## config.mk

```make
export PLATFORM = sky130hd
export DESIGN_NAME = psw_swap_ctrl
export DESIGN_NICKNAME = d
export VERILOG_FILES = /design/src/rtl/pswx_pkg.sv /design/src/rtl/pswx_arbiter.sv /design/src/rtl/pswx_fmtchk.sv /design/src/rtl/pswx_seq.sv /design/src/rtl/psw_swap_ctrl.sv
export SDC_FILE = /design/constraint.sdc
export NUM_CORES = 1
export LEC_CHECK = 0
export ABC_AREA = 1
export BUFFER_PORTS_ARGS = -buffer_cell sky130_fd_sc_hd__clkbuf_2
export CORE_AREA = 2 2 210 212
export CTS_BUF_LIST = sky130_fd_sc_hd__clkbuf_4 sky130_fd_sc_hd__clkbuf_8
export CTS_CLUSTER_SIZE = 20
export DETAILED_ROUTE_END_ITERATION = 10
export DIE_AREA = 0 0 212 214
export PLACE_DENSITY = 0.52
export RECOVER_POWER = 100
export SKIP_LAST_GASP = 1
export SLEW_MARGIN = 10
export SYNTH_ARGS = -nofsm -noshare
export SYNTH_HDL_FRONTEND = slang
export SYNTH_SLANG_ARGS = --single-unit
```

## constraint.sdc

```tcl
create_clock -name clk -period 3 [get_ports clk]
set_input_delay 0.15 -clock clk [delete_from_list [all_inputs] [get_ports clk]]
set_output_delay 0.15 -clock clk [all_outputs]
set_load 0.01 [all_outputs]
```

## src/rtl/pswx_pkg.sv

```systemverilog
package pswx_pkg;

    localparam int PSW_W  = 128;
    localparam int N_CLS  = 6;
    localparam int CLS_W  = 3;

    // vector index of architectural bit n is PSW_W-1-n
    localparam int IX_IO_EN  = PSW_W - 1 - 6;
    localparam int IX_EXT_EN = PSW_W - 1 - 7;
    localparam int IX_MCK_EN = PSW_W - 1 - 13;
    localparam int IX_WAIT   = PSW_W - 1 - 14;

    typedef logic [PSW_W-1:0] psw_t;

    typedef enum logic [CLS_W-1:0] {
        CL_RESTART = 3'd0,
        CL_EXT     = 3'd1,
        CL_SVC     = 3'd2,
        CL_PROG    = 3'd3,
        CL_MCHK    = 3'd4,
        CL_IO      = 3'd5
    } cls_e;

    typedef enum logic [1:0] {
        SW_IDLE,
        SW_STORE,
        SW_FETCH,
        SW_LOAD
    } sw_state_e;

    typedef struct packed {
        logic io;
        logic ext;
        logic mck;
    } gate_t;

    function automatic psw_t rsv_mask();
        psw_t m;
        m = '0;
        for (int n = 0; n < PSW_W; n++) begin
            if (n == 0 || (n >= 2 && n <= 4) || (n >= 24 && n <= 30) ||
                (n >= 33 && n <= 63))
                m[PSW_W-1-n] = 1'b1;
        end
        return m;
    endfunction

    localparam psw_t RSV_MASK = rsv_mask();

    // rank 0 is the most urgent
    function automatic cls_e rank_cls(int r);
        case (r)
            0:       return CL_MCHK;
            1:       return CL_SVC;
            2:       return CL_PROG;
            3:       return CL_EXT;
            4:       return CL_IO;
            default: return CL_RESTART;
        endcase
    endfunction

    function automatic gate_t gates_of(psw_t p);
        gate_t g;
        g.io  = p[IX_IO_EN];
        g.ext = p[IX_EXT_EN];
        g.mck = p[IX_MCK_EN];
        return g;
    endfunction

endpackage

```

## src/rtl/pswx_arbiter.sv

```systemverilog
module pswx_arbiter
    import pswx_pkg::*;
(
    input  logic [N_CLS-1:0] pend_i,
    input  gate_t            gate_i,
    output logic             hit_o,
    output cls_e             cls_o
);

    logic [N_CLS-1:0] allow;
    logic [N_CLS-1:0] live;

    always_comb begin
        allow          = '1;
        allow[CL_IO]   = gate_i.io;
        allow[CL_EXT]  = gate_i.ext;
        allow[CL_MCHK] = gate_i.mck;
    end

    assign live = pend_i & allow;

    // walk from least to most urgent so the most urgent wins
    always_comb begin
        hit_o = 1'b0;
        cls_o = CL_RESTART;
        for (int r = N_CLS - 1; r >= 0; r--) begin
            if (live[rank_cls(r)]) begin
                hit_o = 1'b1;
                cls_o = rank_cls(r);
            end
        end
    end

endmodule

```

## src/rtl/pswx_fmtchk.sv

```systemverilog
module pswx_fmtchk
    import pswx_pkg::*;
(
    input  psw_t cand_i,
    output logic ok_o
);

    assign ok_o = ((cand_i & RSV_MASK) == '0);

endmodule

```

## src/rtl/pswx_seq.sv

```systemverilog
module pswx_seq
    import pswx_pkg::*;
(
    input  logic      clk,
    input  logic      rst,
    input  logic      hit_i,
    input  logic      ld_i,
    output logic      start_o,
    output sw_state_e st_o
);

    sw_state_e st;

    assign start_o = (st == SW_IDLE) && !ld_i && hit_i;
    assign st_o    = st;

    always_ff @(posedge clk) begin
        if (rst) begin
            st <= SW_IDLE;
        end else begin
            unique case (st)
                SW_IDLE:  if (start_o) st <= SW_STORE;
                SW_STORE: st <= SW_FETCH;
                SW_FETCH: st <= SW_LOAD;
                SW_LOAD:  st <= SW_IDLE;
                default:  st <= SW_IDLE;
            endcase
        end
    end

endmodule

```

## src/rtl/psw_swap_ctrl.sv

```systemverilog
module psw_swap_ctrl
    import pswx_pkg::*;
#(
    parameter int ADDR_W    = 16,
    parameter int SLOT_BASE = 0
) (
    input  logic              clk,
    input  logic              rst,
    input  logic [N_CLS-1:0]  irq_i,
    input  logic              ld_valid_i,
    input  logic [PSW_W-1:0]  ld_psw_i,
    output logic              mem_req_o,
    output logic              mem_we_o,
    output logic [ADDR_W-1:0] mem_addr_o,
    output logic [PSW_W-1:0]  mem_wdata_o,
    input  logic [PSW_W-1:0]  mem_rdata_i,
    output logic [PSW_W-1:0]  psw_o,
    output logic              busy_o,
    output logic              fetch_en_o,
    output logic              take_o,
    output logic [CLS_W-1:0]  take_cls_o,
    output logic              spec_exc_o
);

    localparam int SLOT_STRIDE = 32;
    localparam int NEW_OFS     = SLOT_STRIDE / 2;

    sw_state_e        st;
    logic             start;
    logic             hit;
    cls_e             pick;
    cls_e             cls_q;
    psw_t             psw_q;
    logic [N_CLS-1:0] pend_q;
    logic [N_CLS-1:0] clr;
    logic [N_CLS-1:0] setp;
    logic             spec_q;
    logic             ld_go;
    psw_t             cand;
    logic             cand_ok;
    logic [ADDR_W-1:0] old_addr;

    pswx_arbiter u_arb (
        .pend_i (pend_q),
        .gate_i (gates_of(psw_q)),
        .hit_o  (hit),
        .cls_o  (pick)
    );

    pswx_seq u_seq (
        .clk     (clk),
        .rst     (rst),
        .hit_i   (hit),
        .ld_i    (ld_valid_i),
        .start_o (start),
        .st_o    (st)
    );

    assign cand = (st == SW_LOAD) ? mem_rdata_i : ld_psw_i;

    pswx_fmtchk u_chk (
        .cand_i (cand),
        .ok_o   (cand_ok)
    );

    assign ld_go = ld_valid_i && (st == SW_IDLE);
    assign clr   = start ? (N_CLS'(1) << pick) : '0;
    assign setp  = (ld_go && !cand_ok) ? (N_CLS'(1) << CL_PROG) : '0;

    always_ff @(posedge clk) begin
        if (rst) begin
            psw_q  <= '0;
            pend_q <= '0;
            cls_q  <= CL_RESTART;
            spec_q <= 1'b0;
        end else begin
            spec_q <= 1'b0;
            if (start) cls_q <= pick;
            if (st == SW_LOAD || ld_go) begin
                if (cand_ok) psw_q <= cand;
                else         spec_q <= 1'b1;
            end
            pend_q <= (pend_q & ~clr) | irq_i | setp;
        end
    end

    assign old_addr    = ADDR_W'(SLOT_BASE) + ADDR_W'(int'(cls_q) * SLOT_STRIDE);
    assign mem_addr_o  = (st == SW_FETCH) ? old_addr + ADDR_W'(NEW_OFS) : old_addr;
    assign mem_req_o   = (st == SW_STORE) || (st == SW_FETCH);
    assign mem_we_o    = (st == SW_STORE);
    assign mem_wdata_o = psw_q;
    assign psw_o       = psw_q;
    assign busy_o      = (st != SW_IDLE);
    assign fetch_en_o  = !busy_o && !psw_q[IX_WAIT];
    assign take_o      = (st == SW_STORE);
    assign take_cls_o  = cls_q;
    assign spec_exc_o  = spec_q;

    // the handler-slot read follows the save write, 16 bytes above it
    p_fetch_after_store_r4: assert property (@(posedge clk) disable iff (rst)
        take_o |=> (mem_req_o && !mem_we_o &&
                    mem_addr_o == $past(mem_addr_o) + ADDR_W'(NEW_OFS)));

    // a swap begins with the take cycle and ends after the read-data cycle
    p_swap_opens_with_take_r4: assert property (@(posedge clk) disable iff (rst)
        $rose(busy_o) |-> take_o);

    p_swap_closes_r4: assert property (@(posedge clk) disable iff (rst)
        (busy_o && !mem_req_o) |=> !busy_o);

    // no word with a reserved bit ever becomes current
    p_current_well_formed_r10: assert property (@(posedge clk) disable iff (rst)
        (psw_q & RSV_MASK) == '0);

    // maskable classes are taken only when their enable is set
    p_io_needs_mask_r6: assert property (@(posedge clk) disable iff (rst)
        (take_o && take_cls_o == CL_IO) |-> psw_q[IX_IO_EN]);

    p_mchk_needs_mask_r6: assert property (@(posedge clk) disable iff (rst)
        (take_o && take_cls_o == CL_MCHK) |-> psw_q[IX_MCK_EN]);

    // status word frozen during the write and read cycles
    p_frozen_in_swap_r12: assert property (@(posedge clk) disable iff (rst)
        mem_req_o |=> $stable(psw_o));

endmodule

```

==> impl.org, run 1 <==
** Clocking
- Buffers added to address setup during post-CTS repair amount to 0.
- The later pin in the worst-skew pair is clocked with a latency of about 470 ps.
- Root buffer selected by CTS :: sky130_fd_sc_hd__clkbuf_8
- TritonCTS built the clock tree.
- Counting the buffers created by CTS gives 17.
- Maximum level of the CTS H-tree :: 4
- Clock transition at the registers of the reported paths :: 100 ps
- The longest clock path from root to sink contains 2 buffers.
- Number of clock sinks seen by CTS :: between 100 and 150

** Synthesis
- By area the synthesized netlist is led by sky130_fd_sc_hd__dfxtp_1 (34%), sky130_fd_sc_hd__nand2_1 (28%), sky130_fd_sc_hd__buf_4 (14%).
- Flops & latches, synth :: between 100 and 150
- sky130_fd_sc_hd__dfxtp_1 takes more of the synthesized area than any other cell.
- The top cell type by area accounts for around a third of the synthesized area.
- Unique masters post-synth :: 22
- During synthesis, Yosys emitted a total of 0 warnings.
- Cells after Synth :: 1,386
- Each instance of the synthesized netlist takes up on average about 5.9 sq um.
- Proportion of synthesized chip area in sequential cells :: 34.2%
- Summing every instance area after synthesis gives 8200 sq um.

** Floorplan
- For this design the top-level I/O count stands at about 550.
- Measured along the y axis, the die boundary spans 214 um.
- Core area :: around 43,000 sq um
- Placement Rows :: 76
- The die is about 210 um wide.
- For this configuration, the core starts out at a cell density of a little under a fifth.
- The floorplan step defined a die boundary enclosing 45,400 sq um.

** Power
- IR analysis of the VDD net gives a maximum drop of 0.290 mV.
- Static power due to leakage :: 6.37 nW
- Net switching power of the design :: 1.75 mW
- Clock network fraction of total power :: 31.8%
- Power Dens Cells :: ~430 nW/um^2
- Seq pwr share :: 37.2%
- Part of the power in combinational logic :: a little under a third
- Cell internal power was estimated by the tool at ~3.4 mW.
- Of the total power, the share spent switching nets is about a third.

** Timing
- The worst path uses 88.1% of the clock period.
- For the pin with the worst max-slew slack, the measured transition is roughly 660 ps.
- Endpoints failing hold :: 0
- Pins over their slew limit :: 0
- For this run, the top clock speed supported by timing is 378 MHz.
- After routing, the total negative slack on setup checks comes to 0 ps.
- Clock Skews :: between 10 and 15 ps
- Setup repair after global routing left no endpoint under its margin.
- Final min period :: approximately 2600 ps
- Setup violations remaining at the end of the flow were counted as 0.
- In this run the tightest slew margin relative to its limit is a little under three fifths.

** Global route
- Across every metal layer, demand over resource in global routing totals between 10% and 20%.
- Wire length of the first global-routing pass :: 45,700 um
- Initial antenna violation count :: 0
- Entering global routing, the biggest net connects 103 pins.
- The number of global-route vias before repair was approximately 9,000.
- Gr ovfl total :: 0

** Critical path
- Critical Path Start Type :: flip-flop
- Worst r2r src :: u_seq.st_o[1]$_SDFFE_PP0P_
- Of all nets on the critical path, the largest fanout is 63.
- Data on the critical path arrives at its endpoint at approximately 3000 ps.
- Together, buffers and inverters on the worst path number 4.
- For this design, the slowest cell found on the critical path is sky130_fd_sc_hd__buf_4.
- Category of the critical setup timing path :: flip-flop to flip-flop
- On the worst path, the slowest cell contributes a delay of about 400 ps.
- The critical path starts at u_seq.st_o[1]$_SDFFE_PP0P_.
- Among the stages of the critical path, the cell type that occurs most often is sky130_fd_sc_hd__nand2_1.
- The signal on the critical path passes through ha_4 > inv_4 > buf_4 > nand2_1 > nand4_1 > buf_12 > buf_12 > nand2_1 > nand2_1 > nor2_1.
- Register-to-register setup slack :: between 300 and 400 ps
- The kind of cell with the highest combined delay along the critical path is buffers and inverters.
- Type of destination of the critical path :: flip-flop
- For the worst setup path, the data required time is ~3400 ps.

** Detailed routing
- Via count :: 9,386
- After the first detailed-routing iteration, the DRC count stood at 335.
- Dividing the detail-routed via count by the number of cells gives 3.76.
- Remaining design rule violation count :: 0
- The count of nets left with antenna violations once routing finished came out at 0.
- Wirelength per Cell :: 12.0 um
- The routed design has 29,800 um of wire.
- Number of detailed-route iterations in the first pass :: 4

** Placed design
- Buffers placed on the I/O ports in this run total approximately 530.
- Placed insts :: about 2,300
- Detailed placement ended at an HPWL of approximately 23,000 um.
- At the end of routability-driven placement, the weighted congestion stood at 0.864.

** Cells and area
- Leading cell type in the layout, fill and taps excluded :: sky130_fd_sc_hd__nand2_1
- Diode insertion count for antenna repair :: 0
- In the layout the commonest cells are sky130_fd_sc_hd__nand2_1 (603), sky130_fd_sc_hd__clkbuf_1 (269), sky130_fd_sc_hd__clkbuf_2 (266), sky130_fd_sc_hd__nor2_1 (246), sky130_fd_sc_hd__dlygate4sd3_1 (146).
- Register cell area after layout :: around 2800 sq um
- Cells fill 27.8% of the core in the end.
- Number of standard cells in the layout, taps in and fillers out :: roughly 2,500
- Fin nets :: roughly 2,200
- Area occupied by multi-input gates :: between 3000 and 4000 sq um
- Of the cells placed in the final design, the portion with a size suffix greater than 1 is 16.3%.
- Relative to the synthesized area, the layout overhead comes to 45.7%.
- After filler insertion, the fill cell instance count of the layout stands at slightly below 5,000.

** Flow run
- Across the run, the number of max-cap violations was 0.

** Worst hold path
- In this run the worst hold path is classified as primary input to flip-flop.
- The worst hold path begins at ld_psw_i[12].

** Outcome
- The flow ran to the end, and the final reports show no timing, DRC or antenna violations.
power by group through the flow:
stage / Clock (mW) / Combinational [mW] / Sequential (mW)
detailed placement: 0 / 1.29 / 1.97
CTS: 1.75 / 1.65 / 1.93
floorplan: 0 / 0.816 / 1.96
global placement: 0 / 1.28 / 1.97
global route: 1.82 / 1.81 / 1.94
finish: 1.65 / 1.60 / 1.93
tightest hold or removal path, cell delays in order:
cell and delay [ps]:
sky130_fd_sc_hd__clkbuf_2 70, sky130_fd_sc_hd__nand2_1 40, sky130_fd_sc_hd__nand2_1 70, sky130_fd_sc_hd__nor2_1 50
sky130_fd_sc_hd__nor2_1 90
registers in the layout, indices dropped and copies added (netlist names):
signal and count:
pend_q 6, u_seq.st_o 2, spec_exc_o 1, mem_wdata_o 128, take_cls_o 3
cell families after synthesis:
family | synth area share, %
AOI/OAI and AO/OA | 1.66
other | 0.0458
buffers and inverters | 23.6
adders and majority gates | 0.763
DFF | 34.2
and+or+nand+nor | 39.7
cell usage after synthesis:
cell / instances
sky130_fd_sc_hd__nand2_1: 603
sky130_fd_sc_hd__nor2_1: 246
sky130_fd_sc_hd__buf_4: 148
sky130_fd_sc_hd__inv_1: 141
sky130_fd_sc_hd__dfxtp_1: 140
sky130_fd_sc_hd__clkbuf_1: 32
sky130_fd_sc_hd__buf_2: 18
sky130_fd_sc_hd__o21ai_0: 13
sky130_fd_sc_hd__buf_1: 8
sky130_fd_sc_hd__a21oi_1: 7
sky130_fd_sc_hd__nand3_1: 7
sky130_fd_sc_hd__ha_1: 5
sky130_fd_sc_hd__buf_6: 4
sky130_fd_sc_hd__o21ai_1: 3
sky130_fd_sc_hd__a211oi_1: 2
sky130_fd_sc_hd__inv_2: 2
sky130_fd_sc_hd__nand4_1: 2
sky130_fd_sc_hd__conb_1: 1
sky130_fd_sc_hd__nand4_2: 1
sky130_fd_sc_hd__nor3_1: 1
sky130_fd_sc_hd__o22ai_1: 1
sky130_fd_sc_hd__or2_2: 1
final timing paths:
check	to	cells after the start
setup / recovery	mem_wdata_o[126]$_SDFFE_PP0P_	10
hold / removal	mem_wdata_o[12]$_SDFFE_PP0P_	5
setup reg to reg	mem_wdata_o[126]$_SDFFE_PP0P_	10
hold reg to reg	mem_wdata_o[78]$_SDFFE_PP0P_	2
metrics by stage:
step	total power, mW	area [sq um]	hold WS [ps]	setup WS [ps]
global route	5.56	11900	27.9	75.8
CTS	5.32	12300	1.43	293
floorplan	2.78	8240	267	922
detailed placement	3.26	10400	367	376
finish	5.18	11900	36.4	356
global placement	3.25	10400	359	434
layout make-up:
type                       instances  share of cell area [%]
timing repair buffer             691                    33.0
inverter                         143                    4.53
clock buffer                      19                    2.19
tap                              585                    6.13
clock inverter                    13                    1.30
sequential                       140                    23.5
multi-input combinational        904                    29.4
repair_timing:
| item | 4_1_cts | 5_1_grt |
|---|---|---|
| hold buffers | 146 | 0 |
| endpoints found under the hold margin | 82 | 0 |
| setup endpoints to repair | 0 | 0 |
| gates resized for setup | 0 | 0 |
layer usage:
layer  routed length, um  vias to the layer above  track usage (%)
met2               15100                      329             23.9
met4                 607                        0             4.13
met5                   0                        -                0
met1               12400                     4142             14.2
met3                1720                       27             2.77
li1                    -                     4888                -
Note: power is estimated with default switching activity, not from simulation.
==> inputs of run 2 (changes only) <==
--- a/config.mk
+++ b/config.mk
@@ -5,14 +5,13 @@
 export SDC_FILE = /design/constraint.sdc
 export NUM_CORES = 1
 export LEC_CHECK = 0
-export ABC_AREA = 1
 export BUFFER_PORTS_ARGS = -buffer_cell sky130_fd_sc_hd__clkbuf_2
-export CORE_AREA = 2 2 210 212
+export CORE_AREA = 2 2 211 213
 export CTS_BUF_LIST = sky130_fd_sc_hd__clkbuf_4 sky130_fd_sc_hd__clkbuf_8
 export CTS_CLUSTER_SIZE = 20
 export DETAILED_ROUTE_END_ITERATION = 10
-export DIE_AREA = 0 0 212 214
-export PLACE_DENSITY = 0.52
+export DIE_AREA = 0 0 213 215
+export PLACE_DENSITY = 0.48
 export RECOVER_POWER = 100
 export SKIP_LAST_GASP = 1
 export SLEW_MARGIN = 10
==> impl.org, run 2 <==
** Outcome
- The flow ran to the end, and the final reports show no timing, DRC or antenna violations.

** Critical path
- Library cell appearing most often on the critical path :: sky130_fd_sc_hd__buf_4
- Largest driver fanout on the critical path :: 52 (-17%)
- Critical path's largest stage delay :: 590 ps (+190 ps)
- The worst setup path is of the flip-flop to flip-flop kind.
- Signal arrival time at the worst endpoint :: 3200 ps (+200 ps)
- The slowest stage of the critical path is the sky130_fd_sc_hd__dlygate4sd3_1 cell.
- Type of destination of the critical path :: flip-flop
- Data required time at the worst endpoint :: 3390 ps (+30 ps)
- In this run the critical register-to-register path is launched from u_seq.st_o[0]$_SDFFE_PP0P_.
- The worst setup path is launched from a flip-flop.
- Worst reg2reg endpoint :: mem_wdata_o[26]$_SDFFE_PP0P_
- Worst-path cell chain :: ha_1 > clkinv_2 > buf_4 > buf_4 > o22ai_1 > dlygate4sd3_1 > a211oi_1
- Worst-case reg-to-reg path depth :: 7 (-3)
- Register-to-register setup slack :: 200 ps (-160 ps)

** Synthesis
- Top-area cell type share of the netlist area :: 42.1% (+7.9 points)
- By instance count, the leading cell after synthesis is sky130_fd_sc_hd__buf_4.
- Average footprint of a synthesized cell :: 9.01 sq um (+52%)
- The synthesized instance count is 739 (-47%).
- The post-synthesis xor/xnor area fraction was 0% (unchanged).
- Main area contributors after synthesis :: sky130_fd_sc_hd__dfxtp_1 (42%), sky130_fd_sc_hd__buf_4 (16%), sky130_fd_sc_hd__a211oi_1 (9.0%)
- Top post-synthesis cells by count :: sky130_fd_sc_hd__buf_4 (145), sky130_fd_sc_hd__dfxtp_1 (140), sky130_fd_sc_hd__a21oi_1 (95)
- Proportion of synthesized chip area in sequential cells :: 42.1% (+7.9 points)
- Summed over all instances, the cell type with the most area after synthesis is sky130_fd_sc_hd__dfxtp_1.
- The area share of and/or/nand/nor cells after synthesis is 8.89% (-31 points).
- Synth warnings :: 0 (unchanged)
- Most frequently used flop master after synthesis :: sky130_fd_sc_hd__dfxtp_1
- The share of the synthesized area in compound gates (AO/OA/AOI/OAI) is 27.2% (+26 points).
- Number of flops mapped to enable cells by yosys :: 0 (unchanged)
- Flops & latches, synth :: 140 (unchanged)
- Async S/R FF share, synth :: 0% (unchanged)
- The proportion of synthesized area in mux cells came to 0.150% (+0.15 points).
- The count of different cell masters after synthesis came to 37 (+68%).
- Arithmetic-cell share of the synthesized area counting full adders, half adders and majority gates :: 0.940% (+0.18 points)
- The area of the mapped netlist was 6660 sq um (-19%).
- After synthesis, the largest family of logic cells by area is compound AO/OA/AOI/OAI gates.

** Detailed routing
- The number of vias per cell came to 3.99 (+6.0%).
- The total wire length came to 27,400 um (-8.0%).
- Remaining design rule violation count :: 0 (unchanged)
- Wirelength per Cell :: 14.7 um (+23%)
- Via count :: 7,453 (-21%)
- The number of violations reported at the end of detailed-routing iteration 0 came to 339 (+1.2%).
- Antenna violation net count after detailed routing :: 0 (unchanged)
- Number of detailed-route iterations in the first pass :: 5 (+1)

** Clocking
- The clock slew seen by the registers of the worst setup and hold paths was 90 ps (about the same).
- Clock tree from TritonCTS :: yes
- The CTS buffer count came to 17 (unchanged).
- Clock Tree Buf Depth :: 2 (unchanged)
- Post CTS Setup Buffer Count :: 0 (unchanged)
- The clock network latency to the later pin of the worst-skew pair came to 480 ps (about the same).
- Clock tree synthesis selected as its root buffer the cell sky130_fd_sc_hd__clkbuf_8.
- The H-tree depth came to 4 (unchanged).
- Number of clock sinks seen by CTS :: 140 (unchanged)

** Power
- Cell-internal power :: 3.46 mW (+0.98%)
- Part of the power in combinational logic :: 28.1% (-2.9 points)
- Final total power :: 4.94 mW (-4.6%)
- Seq pwr share :: 38.9% (+1.7 points)
- The worst ir drop on vdd is 0.237 mV (-18%).
- Switching power share of the total :: 29.9% (-3.9 points)
- The leakage component of the power was 4.13 nW (-35%).
- The net switching component of the power was 1.48 mW (-16%).
- The power density relative to cell area is 468 nW/um^2 (+7.9%).
- The clock network fraction of total power was 33.0% (+1.2 points).

** Global route
- The number of global-route vias before repair came to 7,120 (-21%).
- The overall overflow remaining after global route is 0 (unchanged).
- Global-route usage over all layers :: 11.4% (-1.4 points)
- The first-pass GRT wire length was 39,700 um (-13%).
- Initial antenna violation count :: 2 (+2)
- Pin count of the biggest net entering global routing :: 53 (-49%)

** Timing
- The portion of the clock cycle consumed by the worst path in the final layout was 93.5% (+5.3 points).
- The final worst clock skew is 9.13 ps (-4.46 ps).
- The number of failing setup endpoints in the final timing report was 0 (unchanged).
- The number of hold-slack violations in the final timing report was 0 (unchanged).
- Unrepaired setup endpoints after global routing :: false
- The top achievable clock speed is 357 MHz (-5.7%).
- The actual transition at the worst max-transition pin is 645 ps (-19.1 ps).
- Slew headroom :: 57.0% (+1.3 points)
- Pins over their slew limit :: 0 (unchanged)
- Setup TNS :: 0 ps (unchanged)
- The minimum period implied by the final worst setup slack is 2800 ps (+160 ps).

** Worst hold path
- Start point of the worst hold path :: mem_rdata_i[63]
- The number of cells on the worst hold path was 3 (-2).
- Terminating pin of the worst hold path :: mem_wdata_o[63]$_SDFFE_PP0P_
- Worst min-delay path category :: primary input to flip-flop

** Cells and area
- The share of final-layout standard cells stronger than drive strength 1 came to 25.4% (+9.1 points).
- Fin nets :: 1,533 (-29%)
- Leading cell type in the layout, fill and taps excluded :: sky130_fd_sc_hd__clkbuf_1
- The flip-flop count of the largest register, all copies and words added is 128 (unchanged).
- The final cell count without fillers came to 1,869 (-25%).
- The top cell types in the final layout, fill and taps aside, are sky130_fd_sc_hd__clkbuf_1 (269), sky130_fd_sc_hd__clkbuf_2 (263), sky130_fd_sc_hd__dlygate4sd3_1 (149), sky130_fd_sc_hd__dfxtp_1 (140), sky130_fd_sc_hd__a21oi_1 (95).
- Area grow syn2layout :: 58.5%

** Floorplan
- The area inside the core boundary is 43,600 sq um (+1.8%).
- Die area :: 45,800 sq um (+0.94%)
- The effective utilization at floorplan came to 15.3% (-3.9 points).
- Die height :: 215 um (+0.47%)
- Placement Rows :: 77 (+1.3%)
- X dimension of the die :: 213 um (+0.47%)
- The number of primary I/O pins is 546 (unchanged).

** Placed design
- Final weighted congestion of routability-driven global placement :: 0.801 (-7.3%)
- The total half-perimeter wirelength after legalization and detailed placement came to 20,700 um (-8.2%).
- The number of port buffers is 533 (unchanged).
- Placed insts :: 1,687 (-27%)

** Flow run
- Max-cap violations :: 0 (unchanged)
run 2: cell types whose count changed in the layout (fill, tap and decap cells not counted), sizes merged, moves of 3 or more:
cell	delta
o21ai	-15
a211oi	+87
nor2	-234
nor4	+17
dlygate4sd3	+3
o22ai	+87
and2	+43
nand2	-598
buf	+6
a21oi	+88
nor3	+6
inv	-140
run 2: cell type report:
type / instances / area [sq um]
fill: 4874 / 33100
timing repair buffer: 699 / 4030
sequential: 140 / 2800
multi-input combinational: 400 / 2540
tap: 592 / 741
clock buffer: 18 / 248
clock inverter: 13 / 165
inverter: 5 / 20.0
antenna: 2 / 5.00
run 2: power groups by stage:
stage | clock network (mW) | registers, mW | logic, mW
after detailed placement | 0 | 1.96 | 1.00
after CTS | 1.72 | 1.92 | 1.40
final | 1.63 | 1.92 | 1.39
after global routing | 1.79 | 1.93 | 1.50
after global placement | 0 | 1.96 | 1.01
after floorplan | 0 | 1.96 | 0.591
run 2: what timing repair did:
| action | in CTS | in global routing |
|---|---|---|
| setup endpoints to repair | 0 | 2 |
| hold buffers | 149 | 0 |
| hold endpoints to repair | 84 | 0 |
| gates resized for setup | 0 | 1 |
run 2: routing by layer:
metal / global-route usage [%] / share of wire, %
met5: 0 / 0
met4: 3.96 / 1.5
met3: 2.54 / 6.1
met2: 20.2 / 50
met1: 13.3 / 43
run 2: cells by family after synthesis:
kind of cell,count (synthesis)
AOI/OAI and AO/OA,280
muxes,1
adders and majority gates,5
buffers and inverters,210
DFF,140
and+or+nand+nor,102
other,1
run 2: stage by stage:
stage	instance area, sq um	utilization (%)	hold slack (ps)	setup slack [ps]
2_1_floorplan	6700	-	267	675
3_3_place_gp	9000	20.6	368	402
3_5_place_dp	9000	20.6	384	343
4_1_cts	10900	25.0	0.993	169
5_1_grt	10600	24.2	3.49	6.46
6_report	10600	24.2	53.4	196
run 2: worst max-delay path by stage:
| stage | start | to | slack [ps] | depth (start not counted) |
|---|---|---|---|---|
| 2_1_floorplan | u_seq.st_o[0]$_SDFFE_PP0P_ | mem_wdata_o[56]$_SDFFE_PP0P_ | 670 | 9 |
| 3_3_place_gp | u_seq.st_o[0]$_SDFFE_PP0P_ | mem_wdata_o[123]$_SDFFE_PP0P_ | 400 | 8 |
| 3_5_place_dp | u_seq.st_o[0]$_SDFFE_PP0P_ | mem_wdata_o[80]$_SDFFE_PP0P_ | 340 | 8 |
| 4_1_cts | u_seq.st_o[0]$_SDFFE_PP0P_ | mem_wdata_o[34]$_SDFFE_PP0P_ | 170 | 7 |
| 5_1_grt | u_seq.st_o[0]$_SDFFE_PP0P_ | mem_wdata_o[45]$_SDFFE_PP0P_ | 6 | 7 |
| 6_report | u_seq.st_o[0]$_SDFFE_PP0P_ | mem_wdata_o[26]$_SDFFE_PP0P_ | 200 | 7 |
run 2: critical path, delay by kind of cell (launching register included):
family | cells | cell delay (ps)
buffers and inverters | 4 | 1600
AO/OA/AOI/OAI | 2 | 420
flip-flops | 1 | 350
adder cells (fa/ha/maj) | 1 | 300
==> inputs of run 3 (changes only) <==
--- a/config.mk
+++ b/config.mk
@@ -11,8 +11,9 @@
 export CTS_CLUSTER_SIZE = 20
 export DETAILED_ROUTE_END_ITERATION = 10
 export DIE_AREA = 0 0 213 215
-export PLACE_DENSITY = 0.48
+export PLACE_DENSITY_LB_ADDON = 0.12
 export RECOVER_POWER = 100
+export SETUP_SLACK_MARGIN = 0.2
 export SKIP_LAST_GASP = 1
 export SLEW_MARGIN = 10
 export SYNTH_ARGS = -nofsm -noshare
==> impl.org, run 3 (synthesis results as in run 2) <==
** Timing
- Unrepaired setup endpoints after global routing :: false
- Final cycle utilization of the critical path :: 90.7% (-2.7 points)
- The worst max-slew margin expressed relative to the limit is 60.1% (+3.1 points).
- Maximum achievable frequency :: 367 MHz (+3.0%)
- The summed negative setup slack over all endpoints came to 0 ps (unchanged).
- The number of hold-slack violations in the final timing report is 0 (unchanged).
- The actual transition at the worst max-transition pin came to 598 ps (-46.6 ps).
- Pins over their slew limit :: 0 (unchanged)
- Final min period :: 2720 ps (-81.8 ps)
- Clock Skews :: 13.9 ps (+4.74 ps)
- Worst-case setup margin in the final layout :: 278 ps (+81.8 ps)
- Setup-failing EPs final :: 0 (unchanged)

** Critical path
- The most critical setup path has its endpoint at mem_wdata_o[66]$_SDFFE_PP0P_.
- Signal arrival time at the worst endpoint :: 3090 ps (-110 ps)
- Critical Path Start Type :: flip-flop
- Worst-case reg-to-reg path depth :: 8 (+1)
- Worst r2r src :: u_seq.st_o[0]$_SDFFE_PP0P_
- The top fanout value on the critical path is 42 (-19%).
- Worst reg2reg endpoint :: mem_wdata_o[66]$_SDFFE_PP0P_
- The critical path is of the flip-flop to flip-flop type.
- STA classifies the critical path endpoint as a flip-flop.
- The critical path starts at u_seq.st_o[0]$_SDFFE_PP0P_.
- The endpoint required time on the critical path was 3370 ps (-20 ps).
- Register-to-register setup slack :: 280 ps (+80 ps)

** Placed design
- The number of cells in the design after placement is 1,686 (-0.059%).
- The weighted congestion reported at the end of routability-driven placement was 0.773 (-3.5%).
- HPWL after detailed placement :: 22,300 um (+7.7%)
- The worst setup slack before clock tree synthesis is 321 ps (-22.8 ps).
- The number of port buffers is 533 (unchanged).

** Power
- The power density relative to cell area came to 472 nW/um^2 (+0.92%).
- Maximum vdd drop :: 0.199 mV (-16%)
- Static power due to leakage :: 3.83 nW (-7.3%)

** Cells and area
- Leaving out fill and tap cells, the most frequent cells in the layout are sky130_fd_sc_hd__clkbuf_1 (269), sky130_fd_sc_hd__clkbuf_2 (263), sky130_fd_sc_hd__dfxtp_1 (140), sky130_fd_sc_hd__dlygate4sd3_1 (98), sky130_fd_sc_hd__a21oi_1 (95).
- Leaving out fill and tap cells, the most frequent cell in the layout is sky130_fd_sc_hd__clkbuf_1.
- Number of standard cells in the layout, taps in and fillers out :: 1,815 (-2.9%)
- Proportion of layout cells with a drive suffix above 1 :: 26.0% (+0.59 points)
- The net count of the finished layout was 1,481 (-3.4%).
- The total inserted antenna cells was 0 (-2).
- The flip-flop count of the largest register, all copies and words added is 128 (unchanged).
- From synthesis to final layout, the design area changed by 49.9%.
- Filler cell count in the final layout :: 5,030 (+3.2%)

** Global route
- Initial antenna violation count :: 0 (-2)
- Gr ovfl total :: 0 (unchanged)
- The first-pass GRT wire length came to 41,700 um (+5.1%).
- The number of global-route vias before repair was 6,809 (-4.4%).
- Global-route usage over all layers :: 12.2% (+0.85 points)
- Pin count of the biggest net entering global routing :: 53 (unchanged)

** Floorplan
- The floorplan die height was 215 um (unchanged).
- The horizontal die dimension is 213 um (unchanged).
- Starting Density :: 15.3% (unchanged)
- The number of primary I/O pins is 546 (unchanged).
- Core area :: 43,600 sq um (unchanged)
- The standard-cell row count is 77 (unchanged).
- The area of the die is 45,800 sq um (unchanged).

** Detailed routing
- Antenna violation net count after detailed routing :: 0 (unchanged)
- The final routed DRC violation total was 0 (unchanged).
- The number of vias per cell was 3.94 (-1.3%).
- The first-pass iteration count of the detailed router came to 4 (-1).
- Wirelength per Cell :: 16.2 um (+10%)
- The total wire length was 29,300 um (+6.9%).
- Number of DRC violations after detailed-routing iteration 0 :: 250 (-26%)
- The routed via count was 7,147 (-4.1%).

** Worst hold path
- The tightest min-delay check is of the primary input to flip-flop type.

** Clocking
- Maximum level of the CTS H-tree :: 4 (unchanged)
- Clock transition at the registers of the reported paths :: 80 ps (about the same)
- Clock network latency to the later pin of the worst-skew pair :: 470 ps (about the same)
- The number of buffers between clock root and the deepest sink came to 2 (unchanged).
- The CTS buffer count is 17 (unchanged).
- Number of clock sinks seen by CTS :: 140 (unchanged)
- Clock tree from TritonCTS :: yes
- Post CTS Setup Buffer Count :: 0 (unchanged)
- Root buffer selected by CTS :: sky130_fd_sc_hd__clkbuf_8

** Flow run
- Max-cap violations :: 0 (unchanged)

** Outcome
- Status :: finished, final reports clean
-- run 3: changes by cell type in the layout (fill, tap and decap cells not counted), moves of 2 or more --
cell                            previous run  this run
sky130_fd_sc_hd__a211oi_2                  7         3
sky130_fd_sc_hd__diode_2                   2         0
sky130_fd_sc_hd__clkbuf_8                 18        20
sky130_fd_sc_hd__a211oi_1                 81        85
sky130_fd_sc_hd__clkinv_4                  3         0
sky130_fd_sc_hd__dlygate4sd3_1           149        98
sky130_fd_sc_hd__clkinvlp_4                1         3
-- run 3: power breakdown --
part | switching [mW] | internal, mW
logic | 0.651 | 0.562
registers | 0.0299 | 1.89
clock network | 0.782 | 0.796
-- run 3: how the worst min path moves through the flow --
stage	start	endpoint	slack, ps	cells past startpoint
floorplan	irq_i[2]	pend_q[2]$_SDFF_PP0_	270	2
global placement	irq_i[4]	pend_q[4]$_SDFF_PP0_	360	3
detailed placement	irq_i[2]	pend_q[2]$_SDFF_PP0_	370	3
CTS	mem_rdata_i[44]	mem_wdata_o[44]$_SDFFE_PP0P_	2	3
global route	ld_psw_i[56]	mem_wdata_o[56]$_SDFFE_PP0P_	-20	3
finish	mem_rdata_i[60]	mem_wdata_o[60]$_SDFFE_PP0P_	40	3
-- run 3: area by class of cell --
type                    instances  area [sq um]  share of cell area (%)
well taps                     592           741                    7.42
clock buffers                  21           277                    2.77
repair buffers                647          3520                    35.2
multi-input cells             400          2510                    25.1
clock inverters                10           115                    1.15
inverters                       5          20.0                   0.201
flip-flops and latches        140          2800                    28.1
-- run 3: layer usage --
layer	GRT usage [%]	vias to the layer above	routed length, um
met1	14.6	3325	12500
met5	0	-	0
li1	-	3515	-
met2	21.9	290	15000
met4	3.50	0	391
met3	2.54	17	1470
-- run 3: timing repair --
action                     CTS  global route
resized for setup            0             2
hold buffers                95             3
setup endpoints to repair    0            18
hold endpoints to repair    66             3
-- run 3: metrics by stage --
| stage | hold WS, ps | cell area (sq um) | power, mW | utilization [%] |
|---|---|---|---|---|
| floorplan | 267 | 6700 | 2.55 | - |
| global placement | 360 | 8980 | 3.02 | 20.6 |
| detailed placement | 369 | 8980 | 3.01 | 20.6 |
| CTS | 1.73 | 10300 | 4.84 | 23.7 |
| global route | -18.8 | 9980 | 5.01 | 22.9 |
| finish | 41.7 | 9980 | 4.71 | 22.9 |
-- run 3: worst max-delay path, cell delays in order, from the launching register on --
cell	delay (ps)
sky130_fd_sc_hd__dfxtp_1	340
sky130_fd_sc_hd__ha_1	300
sky130_fd_sc_hd__or4_1	550
sky130_fd_sc_hd__o22a_1	260
sky130_fd_sc_hd__a211oi_4	290
sky130_fd_sc_hd__buf_12	210
sky130_fd_sc_hd__a21oi_1	80
sky130_fd_sc_hd__clkbuf_4	320
sky130_fd_sc_hd__and2_1	240
